File: src/rtl/pkt_split_pkg.sv
`timescale 1ns/1ps
package pkt_split_pkg;

    localparam int DATA_W = 256;
    localparam int LANE_W = DATA_W / 2;
    localparam int QW_W   = 64;
    localparam int LANES  = DATA_W / LANE_W;

    // one buffered source beat
    typedef struct packed {
        logic [DATA_W-1:0] dat;
        logic [LANES-1:0]  sop;
        logic [LANES-1:0]  eop;
        logic              tail_gap;   // top qword of end lane unused
        logic              err;        // packet error seen on this beat
    } beat_t;

endpackage

File: src/rtl/beat_fifo.sv
`timescale 1ns/1ps
module beat_fifo
    import pkt_split_pkg::*;
#(
    parameter int DEPTH = 8
) (
    input  logic                         clk,
    input  logic                         rst_n,
    input  logic                         push,
    input  beat_t                        din,
    input  logic                         pop,
    output beat_t                        head,
    output logic                         head_vld,
    output logic [$clog2(DEPTH+1)-1:0]   cnt
);
    localparam int AW = (DEPTH > 1) ? $clog2(DEPTH) : 1;
    localparam int CW = $clog2(DEPTH + 1);

    beat_t          mem [DEPTH];
    logic [AW-1:0]  wp, rp;

    function automatic logic [AW-1:0] nxt(input logic [AW-1:0] p);
        return (p == AW'(DEPTH - 1)) ? '0 : p + 1'b1;
    endfunction

    always_ff @(posedge clk) begin
        if (push) mem[wp] <= din;
    end

    always_ff @(posedge clk) begin
        if (!rst_n) begin
            wp  <= '0;
            rp  <= '0;
            cnt <= '0;
        end else begin
            if (push) wp <= nxt(wp);
            if (pop)  rp <= nxt(rp);
            cnt <= cnt + CW'(push) - CW'(pop);
        end
    end

    assign head     = mem[rp];
    assign head_vld = (cnt != '0);
endmodule

File: src/rtl/rdy_delay.sv
`timescale 1ns/1ps
module rdy_delay #(
    parameter int STAGES = 2
) (
    input  logic clk,
    input  logic rst_n,
    input  logic d,
    output logic q
);
    generate
        if (STAGES == 1) begin : g_one
            always_ff @(posedge clk) begin
                if (!rst_n) q <= 1'b0;
                else        q <= d;
            end
        end else begin : g_chain
            logic [STAGES-1:0] sh;
            always_ff @(posedge clk) begin
                if (!rst_n) sh <= '0;
                else        sh <= {sh[STAGES-2:0], d};
            end
            assign q = sh[STAGES-1];
        end
    endgenerate
endmodule

File: src/rtl/lane_packer.sv
`timescale 1ns/1ps
module lane_packer
    import pkt_split_pkg::*;
(
    input  logic              clk,
    input  logic              rst_n,
    input  beat_t             head,
    input  logic              head_vld,
    input  logic              emit_ok,
    output logic              pop,
    output logic [DATA_W-1:0] o_dat,
    output logic              o_vld,
    output logic              o_sop,
    output logic              o_eop,
    output logic              o_err
);
    typedef enum logic [1:0] {PK_SEEK, PK_LO, PK_HI} pk_st_t;

    pk_st_t            st, st_nx;
    logic              ptr;
    logic [LANE_W-1:0] slot0;
    logic              sop_pend, err_lat;

    logic [LANE_W-1:0] lane, lane_z;
    logic              s, e, in_pkt, want, step, err_acc, sop_nx;
    logic [DATA_W-1:0] beat_nx;

    always_comb begin
        lane   = ptr ? head.dat[DATA_W-1:LANE_W] : head.dat[LANE_W-1:0];
        s      = head.sop[ptr];
        e      = head.eop[ptr];
        lane_z = lane;
        if (e && head.tail_gap) lane_z[LANE_W-1 -: QW_W] = '0;
        in_pkt  = (st != PK_SEEK) || s;
        err_acc = err_lat | (head.err & in_pkt);
        want    = 1'b0;
        sop_nx  = 1'b0;
        st_nx   = st;
        beat_nx = {{LANE_W{1'b0}}, lane_z};
        unique case (st)
            PK_SEEK: begin
                if (s) begin
                    if (e) begin               // seek_single
                        want   = 1'b1;
                        sop_nx = 1'b1;
                    end else begin             // seek_open
                        st_nx  = PK_HI;
                    end
                end
            end
            PK_LO: begin
                if (e) begin                   // lo_close
                    want  = 1'b1;
                    st_nx = PK_SEEK;
                end else begin                 // lo_fill
                    st_nx = PK_HI;
                end
            end
            PK_HI: begin                       // hi_close / hi_cont
                want    = 1'b1;
                beat_nx = {lane_z, slot0};
                sop_nx  = sop_pend;
                st_nx   = e ? PK_SEEK : PK_LO;
            end
            default: ;
        endcase
        step = head_vld && (!want || emit_ok);
        pop  = step && ptr;
    end

    // state register
    always_ff @(posedge clk) begin
        if (!rst_n)    st <= PK_SEEK;
        else if (step) st <= st_nx;
    end

    // outputs and datapath
    always_ff @(posedge clk) begin
        if (!rst_n) begin
            o_vld    <= 1'b0;
            o_sop    <= 1'b0;
            o_eop    <= 1'b0;
            o_err    <= 1'b0;
            o_dat    <= '0;
            ptr      <= 1'b0;
            slot0    <= '0;
            sop_pend <= 1'b0;
            err_lat  <= 1'b0;
        end else begin
            o_vld <= step && want;
            o_sop <= step && want && sop_nx;
            o_eop <= step && want && e;
            o_err <= step && want && e && err_acc;
            if (step && want) o_dat <= beat_nx;
            if (step) begin
                ptr <= ~ptr;
                if (st_nx == PK_HI && st != PK_HI) begin
                    slot0    <= lane_z;
                    sop_pend <= (st == PK_SEEK);
                end
                if (in_pkt) err_lat <= (want && e) ? 1'b0 : err_acc;
            end
        end
    end
endmodule

File: src/rtl/pkt_split_adapter.sv
`timescale 1ns/1ps
module pkt_split_adapter
    import pkt_split_pkg::*;
#(
    parameter int DEPTH   = 8,
    parameter int IN_LAT  = 2,
    parameter int OUT_LAT = 3
) (
    input  logic              clk,
    input  logic              rst_n,
    output logic              in_rdy,
    input  logic              in_vld,
    input  logic [DATA_W-1:0] in_dat,
    input  logic [1:0]        in_sop,
    input  logic [1:0]        in_eop,
    input  logic [1:0]        in_empty,
    input  logic [1:0]        in_err,
    input  logic              out_rdy,
    output logic              out_vld,
    output logic [DATA_W-1:0] out_dat,
    output logic              out_sop,
    output logic              out_eop,
    output logic              out_err
);
    localparam int CW        = $clog2(DEPTH + 1);
    localparam int RDY_LIMIT = DEPTH - 1 - IN_LAT;
    localparam int GATE_STG  = (OUT_LAT > 1) ? OUT_LAT - 1 : 1;

    logic          push, pop, head_vld, emit_ok;
    beat_t         in_beat, head;
    logic [CW-1:0] fifo_cnt;
    logic          unused_bits;

    assign push        = in_vld;
    assign in_beat     = '{dat: in_dat, sop: in_sop, eop: in_eop,
                           tail_gap: in_empty[0], err: in_err[0]};
    assign unused_bits = ^{in_err[1], in_empty[1]};
    assign in_rdy      = (fifo_cnt <= CW'(RDY_LIMIT));

    beat_fifo #(.DEPTH(DEPTH)) u_fifo (
        .clk(clk), .rst_n(rst_n), .push(push), .din(in_beat), .pop(pop),
        .head(head), .head_vld(head_vld), .cnt(fifo_cnt)
    );

    rdy_delay #(.STAGES(GATE_STG)) u_gate (
        .clk(clk), .rst_n(rst_n), .d(out_rdy), .q(emit_ok)
    );

    lane_packer u_pack (
        .clk(clk), .rst_n(rst_n), .head(head), .head_vld(head_vld),
        .emit_ok(emit_ok), .pop(pop), .o_dat(out_dat), .o_vld(out_vld),
        .o_sop(out_sop), .o_eop(out_eop), .o_err(out_err)
    );
endmodule

File: config.mk
export PLATFORM = sky130hd
export DESIGN_NAME = pkt_split_adapter
export DESIGN_NICKNAME = d
export VERILOG_FILES = /design/src/rtl/pkt_split_pkg.sv /design/src/rtl/beat_fifo.sv /design/src/rtl/rdy_delay.sv /design/src/rtl/lane_packer.sv /design/src/rtl/pkt_split_adapter.sv
export SDC_FILE = /design/constraint.sdc
export NUM_CORES = 2
export LEC_CHECK = 0
export BUFFER_PORTS_ARGS = -buffer_cell sky130_fd_sc_hd__buf_4
export CORE_MARGIN = 3
export CORE_UTILIZATION = 52
export DETAILED_ROUTE_END_ITERATION = 10
export PLACE_DENSITY = 0.67
export RECOVER_POWER = 100
export SLEW_MARGIN = 15
export SYNTH_ARGS = -nofsm -noshare
export SYNTH_HDL_FRONTEND = slang
export SYNTH_HIERARCHICAL = 1
export SYNTH_SLANG_ARGS = --single-unit
File: constraint.sdc
create_clock -name clk -period 22.5 [get_ports clk]
set_input_delay 0 -clock clk [delete_from_list [all_inputs] [get_ports clk]]
set_output_delay 0 -clock clk [all_outputs]
set_load 0.03 [all_outputs]
==> results.toml <==
[clock_network]
clkTransAtPathRegs_ns = 0.06
ctsResizeCount = 0
clkLatencyLatePin_ns = 0.87
cts_buffers = 241
htree_num_levels = 4
cts_setup_buffers = 0
clock_tree.root_cell = "clkbuf_16"
ctsLongestPathBuffers = 3
clock-sinks = 2504
cts_tree = "built"

[worst_hold_path]
holdPathStages = 2
min_from = "in_dat[123]"
hold_end = "u_fifo/mem[5][129]$_DFFE_PP_"
hold_path.class = "in2reg"

[floorplan]
core_um2 = 182000
die_area_um2 = 190000
die_w_um = 435
io_pins = 529
rows = 156
floorplan.die.height_um = 435
initial_core_util_pct = 52.7

[synth]
syn_area_um2 = 95800
synth_edf_count = 2096
synth_seq_cells = 2504
yosysWarnings = 6
netlist_top_cells_area = "edfxtp_1 (66%), mux4_2 (12%), dfxtp_1 (8.5%)"
synth_top_area_share_pct = 65.7
synth_ff_type = "edfxtp_1"
ys_seq_area_share_pct = 74.2
yosysTopAreaCell = "edfxtp_1"
syn_area_per_cell_um2 = 19.6
synthArstFlopShare_pct = 0
syn_nets = 5171
yosysUniqueCellTypes = 43
synthesis.instances = 4893

[route]
vias_per_cell = 5.85
wl_um = 225000
ant_nets = 0
wl_per_cell_um = 26.1
vias = 50500
drc = 0
drtIter0Drc = 4667
dr.pass1.iters = 5

[sta]
max_freq_mhz = 76.2
drv_slew = 2574
skew_ns = 0.0323
hold_violations = 0
worst_slack_ns = 9.38
post-route-min-period_ns = 13.12
worst_slew_pin_slew_ns = 9.23
setup_viol = 0
setup_tns_ns = 0
max_slew_margin_pct = -515
post-route-period-util_pct = 58.3
rsz0062_at_grt = "no"

[setup_path]
reg2reg_depth = 9
cp_slowest_cell = "clkbuf_1"
path_cells = "clkbuf_1, clkbuf_1, mux4_2, mux2_1, o21ai_0, o22a_1, nor2_4, clkbuf_1, nor3_1"
cpPeakStageDelay_ns = 3.08
critPathArrivalTime_ns = 13.67
end_kind = "flop"
setup.reg_to_reg.worst_slack_ns = 9.38
worstPathRequired_ns = 23.05
start_kind = "flop"
worstSetupPathType = "reg2reg"
cpMostUsedCell = "clkbuf_1"
crit_fanout = 67
r2r-end = "u_pack/o_dat[164]$_SDFFE_PN0P_"

[grt]
grt_antenna_before_repair = 37
grt_max_degree = 141
track_usage_pct = 23.8
grt_pass1_wl_um = 338000
grt_overflow = 0
grt_pass1_vias = 51800

[final_layout]
final_common_cell = "edfxtp_1"
fin_nets = 6223
fill_cells = 13000
ff_latch_area_um2 = 71100
multi_input_comb_area_um2 = 23000
syn_to_final_growth_pct = 19.3
drive_gt1_share_pct = 25.6
final_cells = 8635
layout_common_cells = "edfxtp_1 (2096), dlygate4sd3_1 (524), mux4_2 (524)"

[pwr]
powerDensity_nw_per_um2 = 97.4
leakage_nw = 36.7
ir_worst_vdd_mv = 0.0837

[outcome]
status = "finished, violations left"
violations = "max-capacitance violations, max-slew violations"

[placement]
routabilityCongestion = 0.753
dpl.hpwl_um = 121000
portBuffers = 526
place_inst = 7626
post-place-ws_ns = 16.37

[run]
drv_cap = 47
Yosys cell counts (all sizes together) (2+ instances only):
cell type / count
a21oi: 135
and2: 9
ha: 9
o22ai: 4
buf: 173
o21ai: 9
a211oi: 68
mux2i: 134
inv: 12
o211ai: 64
a22o: 64
mux2: 327
nor2: 207
clkbuf: 157
nand2: 205
edfxtp: 2096
a31oi: 2
nor2b: 5
a221oi: 64
nand2b: 7
dfxtp: 408
nor3: 69
mux4: 524
nand3: 65
a22oi: 65
registers in the layout, indices dropped and copies added, names as in the netlist, named ones only:
name	flops
u_fifo/mem	2096
u_pack/o_dat	256
u_pack/slot0	128
u_fifo/cnt	4
u_fifo/rp	3
u_fifo/wp	3
u_gate/g_chain.sh	2
u_pack/st	2
u_pack/err_lat	1
u_pack/o_eop	1
u_pack/o_err	1
u_pack/o_sop	1
u_pack/o_vld	1
u_pack/ptr	1
u_pack/sop_pend	1
metal layers:
| metal | wire [µm] | track usage, % |
|---|---|---|
| met5 | 46 | 0 |
| met4 | 5330 | 6.64 |
| met3 | 12500 | 3.77 |
| met2 | 115000 | 40.4 |
| met1 | 92400 | 32.1 |
critical path: cells and delay by family, from the launching register on:
kind | cells | cell delay [ns]
AO/OA/AOI/OAI | 2 | 0.43
buffers and inverters | 3 | 8.53
flip-flops | 1 | 2.56
multiplexers | 2 | 0.91
AND/OR/NAND/NOR | 2 | 0.26
where the power goes:
part,internal (mW),switching (mW)
clock,2.42,1.71
combinational,0.648,1.02
sequential,5.24,0.103
cells by family after synthesis:
kind of cell,count (synthesis),synth area share (%)
flip-flops,2504,74.2
multiplexers,985,17.6
AND/OR/NAND/NOR,571,2.48
AO/OA/AOI/OAI,480,3.78
buffers and inverters,342,1.84
adder cells (fa/ha/maj),10,0.138
XOR/XNOR,1,0.00914
stage by stage:
| step | utilization, % | power (mW) | instance area [µm²] | hold WS (ns) |
|---|---|---|---|---|
| finish | 62.8 | 11.1 | 114000 | 0.136 |
| global placement | 56.1 | 7.03 | 102000 | 0.230 |
| CTS | 63.5 | 11.3 | 116000 | 0.00672 |
| detailed placement | 56.1 | 7.06 | 102000 | 0.233 |
| floorplan | - | 6.55 | 95800 | 0.0989 |
| global route | 62.8 | 11.6 | 114000 | 0.0953 |
layout make-up:
cell class / count / share of cell area [%]
Clock inverter: 134 / 1.32
Sequential cell: 2504 / 62.2
Multi-Input combinational cell: 2047 / 20.1
Antenna cell: 30 / 0.0657
Timing Repair Buffer: 1139 / 7.64
Clock buffer: 320 / 5.89
Tap cell: 2449 / 2.68
Inverter: 12 / 0.0460
repair_timing:
item	in CTS	in global routing
setup endpoints to repair	0	0
hold buffers	524	0
endpoints found under the hold margin	2220	0
how the worst max path moves through the flow:
stage                                    startpoint                             end
final                                          flop  u_pack/o_dat[164]$_SDFFE_PN0P_
after global routing                           flop  u_pack/o_dat[165]$_SDFFE_PN0P_
after CTS                                      flop   u_pack/slot0[43]$_SDFFE_PN0P_
after detailed placement                       flop   u_pack/slot0[40]$_SDFFE_PN0P_
after global placement                         flop  u_pack/o_dat[194]$_SDFFE_PN0P_
after floorplan           u_fifo/wp[0]$_SDFFE_PN0P_      u_fifo/mem[0][0]$_DFFE_PP_
Note: power is estimated with default switching activity, not from simulation.
